File: src/rtl/tamper_pkg.sv
package tamper_pkg;
  localparam int unsigned DEF_NUM_CH      = 4;
  localparam int unsigned DEF_SYNC_STAGES = 2;

  typedef struct packed {
    logic err_acc;  // mismatch seen in the low-drive half of the current check
    logic cur_ok;   // result of the latest completed check
    logic prev_ok;  // result of the check before it
  } chk_state_t;

  localparam chk_state_t CHK_IDLE = '{err_acc: 1'b0, cur_ok: 1'b1, prev_ok: 1'b1};
endpackage

File: src/rtl/tamper_sync.sv
module tamper_sync #(
  parameter int unsigned STAGES = 2
) (
  input  logic clk_i,
  input  logic rst_ni,
  input  logic d_i,
  output logic q_o
);
  generate
    if (STAGES <= 1) begin : g_one
      logic q_q;
      always_ff @(posedge clk_i or negedge rst_ni) begin
        if (!rst_ni) q_q <= 1'b0;
        else         q_q <= d_i;
      end
      assign q_o = q_q;
    end else begin : g_chain
      logic [STAGES-1:0] sh_q;
      always_ff @(posedge clk_i or negedge rst_ni) begin
        if (!rst_ni) sh_q <= '0;
        else         sh_q <= {sh_q[STAGES-2:0], d_i};
      end
      assign q_o = sh_q[STAGES-1];
    end
  endgenerate
endmodule

File: src/rtl/tamper_channel.sv
module tamper_channel
  import tamper_pkg::*;
#(
  parameter int unsigned SYNC_STAGES = DEF_SYNC_STAGES
) (
  input  logic clk_i,
  input  logic rst_ni,
  input  logic en_i,
  input  logic loop_i,
  output logic drive_o,
  output logic status_o,
  output logic fell_o
);
  logic drive_q, drive_d, loop_s, sample_ok, status_q;
  chk_state_t st_q, st_d;

  always_ff @(posedge clk_i or negedge rst_ni) begin
    if (!rst_ni)    drive_q <= 1'b0;
    else if (!en_i) drive_q <= 1'b0;
    else            drive_q <= ~drive_q;
  end
  assign drive_o = drive_q;

  // equal-depth paths keep drive and return aligned
  tamper_sync #(.STAGES(SYNC_STAGES)) u_sync_ret (
    .clk_i(clk_i), .rst_ni(rst_ni), .d_i(loop_i), .q_o(loop_s));
  tamper_sync #(.STAGES(SYNC_STAGES)) u_dly_drv (
    .clk_i(clk_i), .rst_ni(rst_ni), .d_i(drive_q), .q_o(drive_d));

  assign sample_ok = ~(drive_d ^ loop_s);

  always_comb begin
    st_d = st_q;
    if (!en_i) begin
      st_d = CHK_IDLE;
    end else if (!drive_d) begin
      st_d.err_acc = ~sample_ok;
    end else begin
      st_d.cur_ok  = ~st_q.err_acc & sample_ok;
      st_d.prev_ok = st_q.cur_ok;
      st_d.err_acc = 1'b0;
    end
  end

  always_ff @(posedge clk_i or negedge rst_ni) begin
    if (!rst_ni) st_q <= CHK_IDLE;
    else         st_q <= st_d;
  end

  assign status_o = ~en_i | st_q.cur_ok | st_q.prev_ok;

  always_ff @(posedge clk_i or negedge rst_ni) begin
    if (!rst_ni) status_q <= 1'b1;
    else         status_q <= status_o;
  end
  assign fell_o = status_q & ~status_o;

  p_drive_off_r8: assert property (@(posedge clk_i) disable iff (!rst_ni)
    !en_i |=> !drive_o);
  p_drive_toggle_r2: assert property (@(posedge clk_i) disable iff (!rst_ni)
    en_i |=> drive_o != $past(drive_o));
  p_fall_needs_en_r8: assert property (@(posedge clk_i) disable iff (!rst_ni)
    $fell(status_o) |-> $past(en_i));
  p_two_fails_r5: assert property (@(posedge clk_i) disable iff (!rst_ni)
    $fell(status_o) |-> !$past(st_q.cur_ok));
endmodule

File: src/rtl/tamper_loop_monitor.sv
module tamper_loop_monitor
  import tamper_pkg::*;
#(
  parameter int unsigned NUM_CH      = DEF_NUM_CH,
  parameter int unsigned SYNC_STAGES = DEF_SYNC_STAGES
) (
  input  logic              clk_i,
  input  logic              rst_ni,
  input  logic              en_i,
  input  logic [NUM_CH-1:0] loop_i,
  output logic [NUM_CH-1:0] drive_o,
  output logic [NUM_CH-1:0] status_no,
  output logic              tamper_seen_o
);
  logic [NUM_CH-1:0] fell;
  logic              seen_q;

  generate
    for (genvar c = 0; c < NUM_CH; c++) begin : g_ch
      tamper_channel #(.SYNC_STAGES(SYNC_STAGES)) u_ch (
        .clk_i   (clk_i),
        .rst_ni  (rst_ni),
        .en_i    (en_i),
        .loop_i  (loop_i[c]),
        .drive_o (drive_o[c]),
        .status_o(status_no[c]),
        .fell_o  (fell[c])
      );
    end
  endgenerate

  always_ff @(posedge clk_i or negedge rst_ni) begin
    if (!rst_ni) seen_q <= 1'b0;
    else         seen_q <= seen_q | (|fell);
  end
  assign tamper_seen_o = seen_q;

  p_flag_sets_r9: assert property (@(posedge clk_i) disable iff (!rst_ni)
    (|fell) |=> tamper_seen_o);
  p_flag_holds_r9: assert property (@(posedge clk_i) disable iff (!rst_ni)
    tamper_seen_o |=> tamper_seen_o);
endmodule

File: config.mk
export PLATFORM = sky130hd
export DESIGN_NAME = tamper_loop_monitor
export DESIGN_NICKNAME = d
export VERILOG_FILES = /design/src/rtl/tamper_pkg.sv /design/src/rtl/tamper_sync.sv /design/src/rtl/tamper_channel.sv /design/src/rtl/tamper_loop_monitor.sv
export SDC_FILE = /design/constraint.sdc
export NUM_CORES = 1
export LEC_CHECK = 0
export ABC_AREA = 1
export BUFFER_PORTS_ARGS = -buffer_cell sky130_fd_sc_hd__buf_2
export CAP_MARGIN = 20
export CORE_MARGIN = 5
export CORE_UTILIZATION = 25
export CTS_CLUSTER_SIZE = 28
export DETAILED_ROUTE_END_ITERATION = 8
export HOLD_SLACK_MARGIN = 0.08
export SETUP_SLACK_MARGIN = 0.1
export SYNTH_ARGS = -nofsm -noshare
export SYNTH_HDL_FRONTEND = slang
export SYNTH_HIERARCHICAL = 1
export SYNTH_SLANG_ARGS = --single-unit
File: constraint.sdc
create_clock -name clk_i -period 1.3 [get_ports clk_i]
set_clock_uncertainty 0.15 [all_clocks]
set_input_delay 0.26 -clock clk_i [delete_from_list [all_inputs] [get_ports clk_i]]
set_output_delay 0.26 -clock clk_i [all_outputs]
set_load 0.03 [all_outputs]
# Yosys cells after proc, flatten, opt, wreduce, memory -nomap -nowiden
# Cells that the tools add are included.
# word_totals
regBits	37
# op_classes
eq_ne	4
muxes	16
n_bitwise	38
n_reduce_logical	1
# op_table
operator	count
$not 1->1	17
$mux 3	4
$or 1x1->1	9
$and 1x1->1	8
$mux 1	8
$mux 2	4
$ne 2x1->1 const B	4
$reduce_or 4->1	1
$xor 1x1->1	4

# Logic depth before layout (Yosys ltp)
# depth
word_depth	7
ltp_mapped	5

# Modules after synthesis
# Netlist, hierarchy kept.
# by_module_without_submodules
module	instances	cells_per_inst	area_per_inst_um2	seq_area_each_um2
tamper_channel	4	23	217.7	128.9
tamper_sync	8	2	50.0	50.0
tamper_loop_monitor	1	5	41.3	25.0

# Worst setup path before layout
# Ideal clock, no wire load.
# synth_timing
path_kind	reg-to-reg
startpoint	register g_ch[0].u_ch/st_q[0] in the netlist's numbering
endpoint	register seen_q (netlist: tamper_seen_o)
setup_ns	0.126
arrival_ns	0.918
t_required_ns	1.024
path_slack_ns	0.106
path_stages_with_launch	6
synth_period_minus_slack_ns	1.194
cell_sequence	dfstp_2 inv_1 nand3_2 nor2_2 nor2_1 nand3_1
# synth_via
elab_chain_len	5
# synth_lines
element	line	text
start, declared	tamper_channel.sv:15	chk_state_t st_q, st_d;
start signal, assigned	tamper_channel.sv:47	else st_q <= st_d;
$or 1x1->1	tamper_channel.sv:50	assign status_o = ~en_i | st_q.cur_ok | st_q.prev_ok;
net status_no[0]	tamper_loop_monitor.sv:12	output logic [NUM_CH-1:0] status_no,
$not 1->1	tamper_channel.sv:56	assign fell_o = status_q & ~status_o;
$and 1x1->1	tamper_channel.sv:56	
net fell[0]	tamper_loop_monitor.sv:15	logic [NUM_CH-1:0] fell;
$reduce_or 4->1	tamper_loop_monitor.sv:34	else seen_q <= seen_q | (|fell);
$or 1x1->1	tamper_loop_monitor.sv:34	
end signal, assigned	tamper_loop_monitor.sv:34	
end, declared	tamper_loop_monitor.sv:16	logic seen_q;
# The timed path passes the listed nets, and every way through them passes these cells.
# A chain may end at the register's enable or synchronous reset.

# Worst setup path after layout
# layout_timing
startpoint	register g_ch[2].u_ch/st_q[1] in the netlist's numbering
endpoint	output status_no[2]
# layout_via
elab_chain_len	2
# layout_lines
element	line
start, declared	tamper_channel.sv:15
start signal, assigned	tamper_channel.sv:47
$or 1x1->1 (2 in a row)	tamper_channel.sv:50
end, declared	tamper_loop_monitor.sv:12
# Every way passes these cells.

==> metrics.md <==
| Metric | Value |
|---|---|
| Combinational power share | between 10% and 20% |
| DR WL/cell | approximately 9.4 µm |
| H-Tree Depth | 2 |
| # rows | 26 |
| Worst slew pin tran | 0.295 ns |
| Min-delay src | en_i |
| I/O Pins | 16 |
| Commonest non-fill, non-tap cell in the layout | dfrtp_1 |
| Cts bufs inserted | 5 |
| Ys Warns | 6 |
| LEAKAGE | between 0.9 and 1 nW |
| Switching Fraction | 21.9% |
| Max Buffers Root-to-Sink | 2 |
| CTS tree | built |
| Share of power burned in registers | 50.2% |
| Vias per cell | 3.60 |
| Via count | 821 |
| Clock-pin slew on the worst setup and hold paths | ~0.070 ns |
| Fin crit period | 1.50 ns |
| Commonest cells after routing, fill and taps aside | dfrtp_1, inv_1, nand2_1, buf_4, nand3_1 |
| Largest net degree at the start of global routing | 38 |
| Vias in the first global route | 830 |
| Die Width | 82.5 µm |
| Critical Path RT | 0.89 ns |
| Worst hold path type | in -> reg |
| Routed wire length | 2.15 mm |
| RR Startpoint | g_ch[2].u_ch/st_q[1] |
| Synth Area per Inst | 11.6 µm² |
| Cell Area, Placed | 1530 µm² |
| Num Clock Sinks | 37 |
| Post-synthesis cell count | roughly 110 |
| Failing checks | negative setup slack |
| Nets | 168 |
| Max-slew headroom | roughly 80% |
| DIE HEIGHT | 82.5 µm |
| DRC violations left | 0 |
| Clock network power share | roughly two fifths |
| Design area | about 1800 µm² |
| Crit path max fanout | 2 |
| Drt pass-1 iters | 4 |
| Internal | 0.00198 W |
| Max Clk Rate | 669 MHz |
| Grt ovf | 0 |
| Share of cells above drive strength 1 | about two fifths |
| Initial core utilization | 25.7% |
| Setup TNS | -0.732 ns |
| Root Driver | clkbuf_8 |
| N_diodes | 0 |
| Initial antenna violation count | 0 |
| Routability cong. | 0.666 |
| Die area | 6800 µm² |
| Post-synthesis sequential area ratio | 71.7% |
| Port Buffers | 15 |
| Pwr Total | roughly 0.0025 W |
| Insertion delay to the later sink of the worst-skew pair | approximately 0.29 ns |
| Core area | between 5000 and 6000 µm² |
| Setup CP Type | reg -> out |
| Max-cap viol count | 0 |
| Cell variety after synth | 9 |
| Setup-failing EPs final | 4 |
| First-pass GRT wire length | 3.80 mm |
| Syn Nets | 124 |
| Critical Path AT | about 1.1 ns |
| Peak supply drop | 386 µV |
| RSZ-0062 raised after global routing | yes |
| Power per standard cell area | approximately 1400 nW/µm² |
| Final Slew Violations | 0 |
| GRT Util Overall | 7.96% |
| Final WS setup | -0.196 ns |
| Post-route ant nets | 0 |
| Post-DP HPWL | 1.38 mm |
| Startpoint Class | flip-flop |
| Fin crit share | 115% |
| FF+latch count, synth | 37 |
| 1st-iter DRT viols | 53 |
| Worst setup startpoint | g_ch[2].u_ch/st_q[1] |
| Run status | complete, but fails checks |
| Switching pwr | 0.000555 W |
| Critical Path Sink Type | primary output |
| Final Hold Fails | 0 |
| Area Overhead vs Synth | 40.9% |
| Mapped Area | 1310 µm² |
-- per-layer routing --
metal  vias to the layer above  GRT usage, %  wire (µm)  part of all wire [%]
met5                         -             0          0                     0
met4                         0          5.48         66                   3.1
met3                         7          4.56        148                   6.9
met2                        15          11.0        917                    43
met1                       380          9.18       1020                    47
li1                        419             -          -                     -
-- registers in the layout (all words and copies together) (netlist names) --
register / count
g_ch.u_ch/status_q: 4
g_ch.u_ch/st_q: 12
tamper_seen_o: 1
g_ch.u_ch/u_dly_drv/g_chain.sh_q: 8
g_ch.u_ch/drive_o: 4
g_ch.u_ch/u_sync_ret/g_chain.sh_q: 8
-- worst max-delay path, cell delays in order (launching register included) --
cell and delay, ns:
dfstp_2 0.54, inv_2 0.04, nand3_4 0.08, buf_6 0.13
-- area by class of cell --
type / instances / area [µm²]
Clock inverter: 1 / 30.0
Sequential cell: 37 / 941
Inverter: 29 / 109
Fill cell: 521 / 3260
Timing Repair Buffer: 37 / 325
Tap cell: 70 / 87.6
Clock buffer: 7 / 86.3
Multi-Input combinational cell: 47 / 270
-- worst paths after layout --
check	to	slack, ns	cells after the start
worst max register to register	tamper_seen_o	0.05	7
worst min-delay path	g_ch[2].u_ch/st_q[0]	0.17	2
max in group asynchronous	g_ch[3].u_ch/status_q	0.43	3
worst min register to register	g_ch[1].u_ch/u_sync_ret/g_chain.sh_q[1]	0.20	0
min in group asynchronous	g_ch[2].u_ch/st_q[2]	0.32	3
worst max-delay path	status_no[2]	-0.20	3
-- Yosys cell counts --
cell     number  share of area (%)
nand2_1      16                4.6
dfstp_2      12                 24
nor2_2        4                1.9
dfrtp_1      25                 48
inv_1        29                8.3
nor2_1        6                1.7
nand3_2       4                3.1
ha_1          4                3.8
nand3_1      13                5.0
-- per-stage QoR --
step | cells | setup WS, ns | hold slack (ns) | util (%)
6_report | 228 | -0.196 | 0.169 | 36.2
3_3_place_gp | 204 | 0.0423 | 0.0851 | 30.0
3_5_place_dp | 204 | 0.0221 | 0.0871 | 30.0
4_1_cts | 228 | -0.209 | 0.150 | 36.0
5_1_grt | 228 | -0.236 | 0.167 | 36.2
2_1_floorplan | 113 | 0.106 | -0.186 | -
-- power by group through the flow --
stage / clock [W] / combinational (W) / sequential (W)
final: 0.00101 / 0.000254 / 0.00127
after floorplan: 0 / 0.0000795 / 0.00131
after CTS: 0.00106 / 0.000255 / 0.00127
after global routing: 0.00110 / 0.000289 / 0.00128
after detailed placement: 0 / 0.000194 / 0.00129
after global placement: 0 / 0.000192 / 0.00129
-- logic make-up after synthesis --
logic type | synth area share, %
flops | 71.7
buf+inv | 8.29
simple gates | 16.2
fa+ha+maj | 3.81
-- repair_timing --
item | in CTS | in global routing
resized for setup | 23 | 4
hold endpoints to repair | 41 | 0
endpoints found under the setup margin | 9 | 10
buffers inserted | 11 | 1
pin swaps | 5 | 4
hold buffers | 5 | 0
Note: power is estimated with default switching activity, not from simulation.
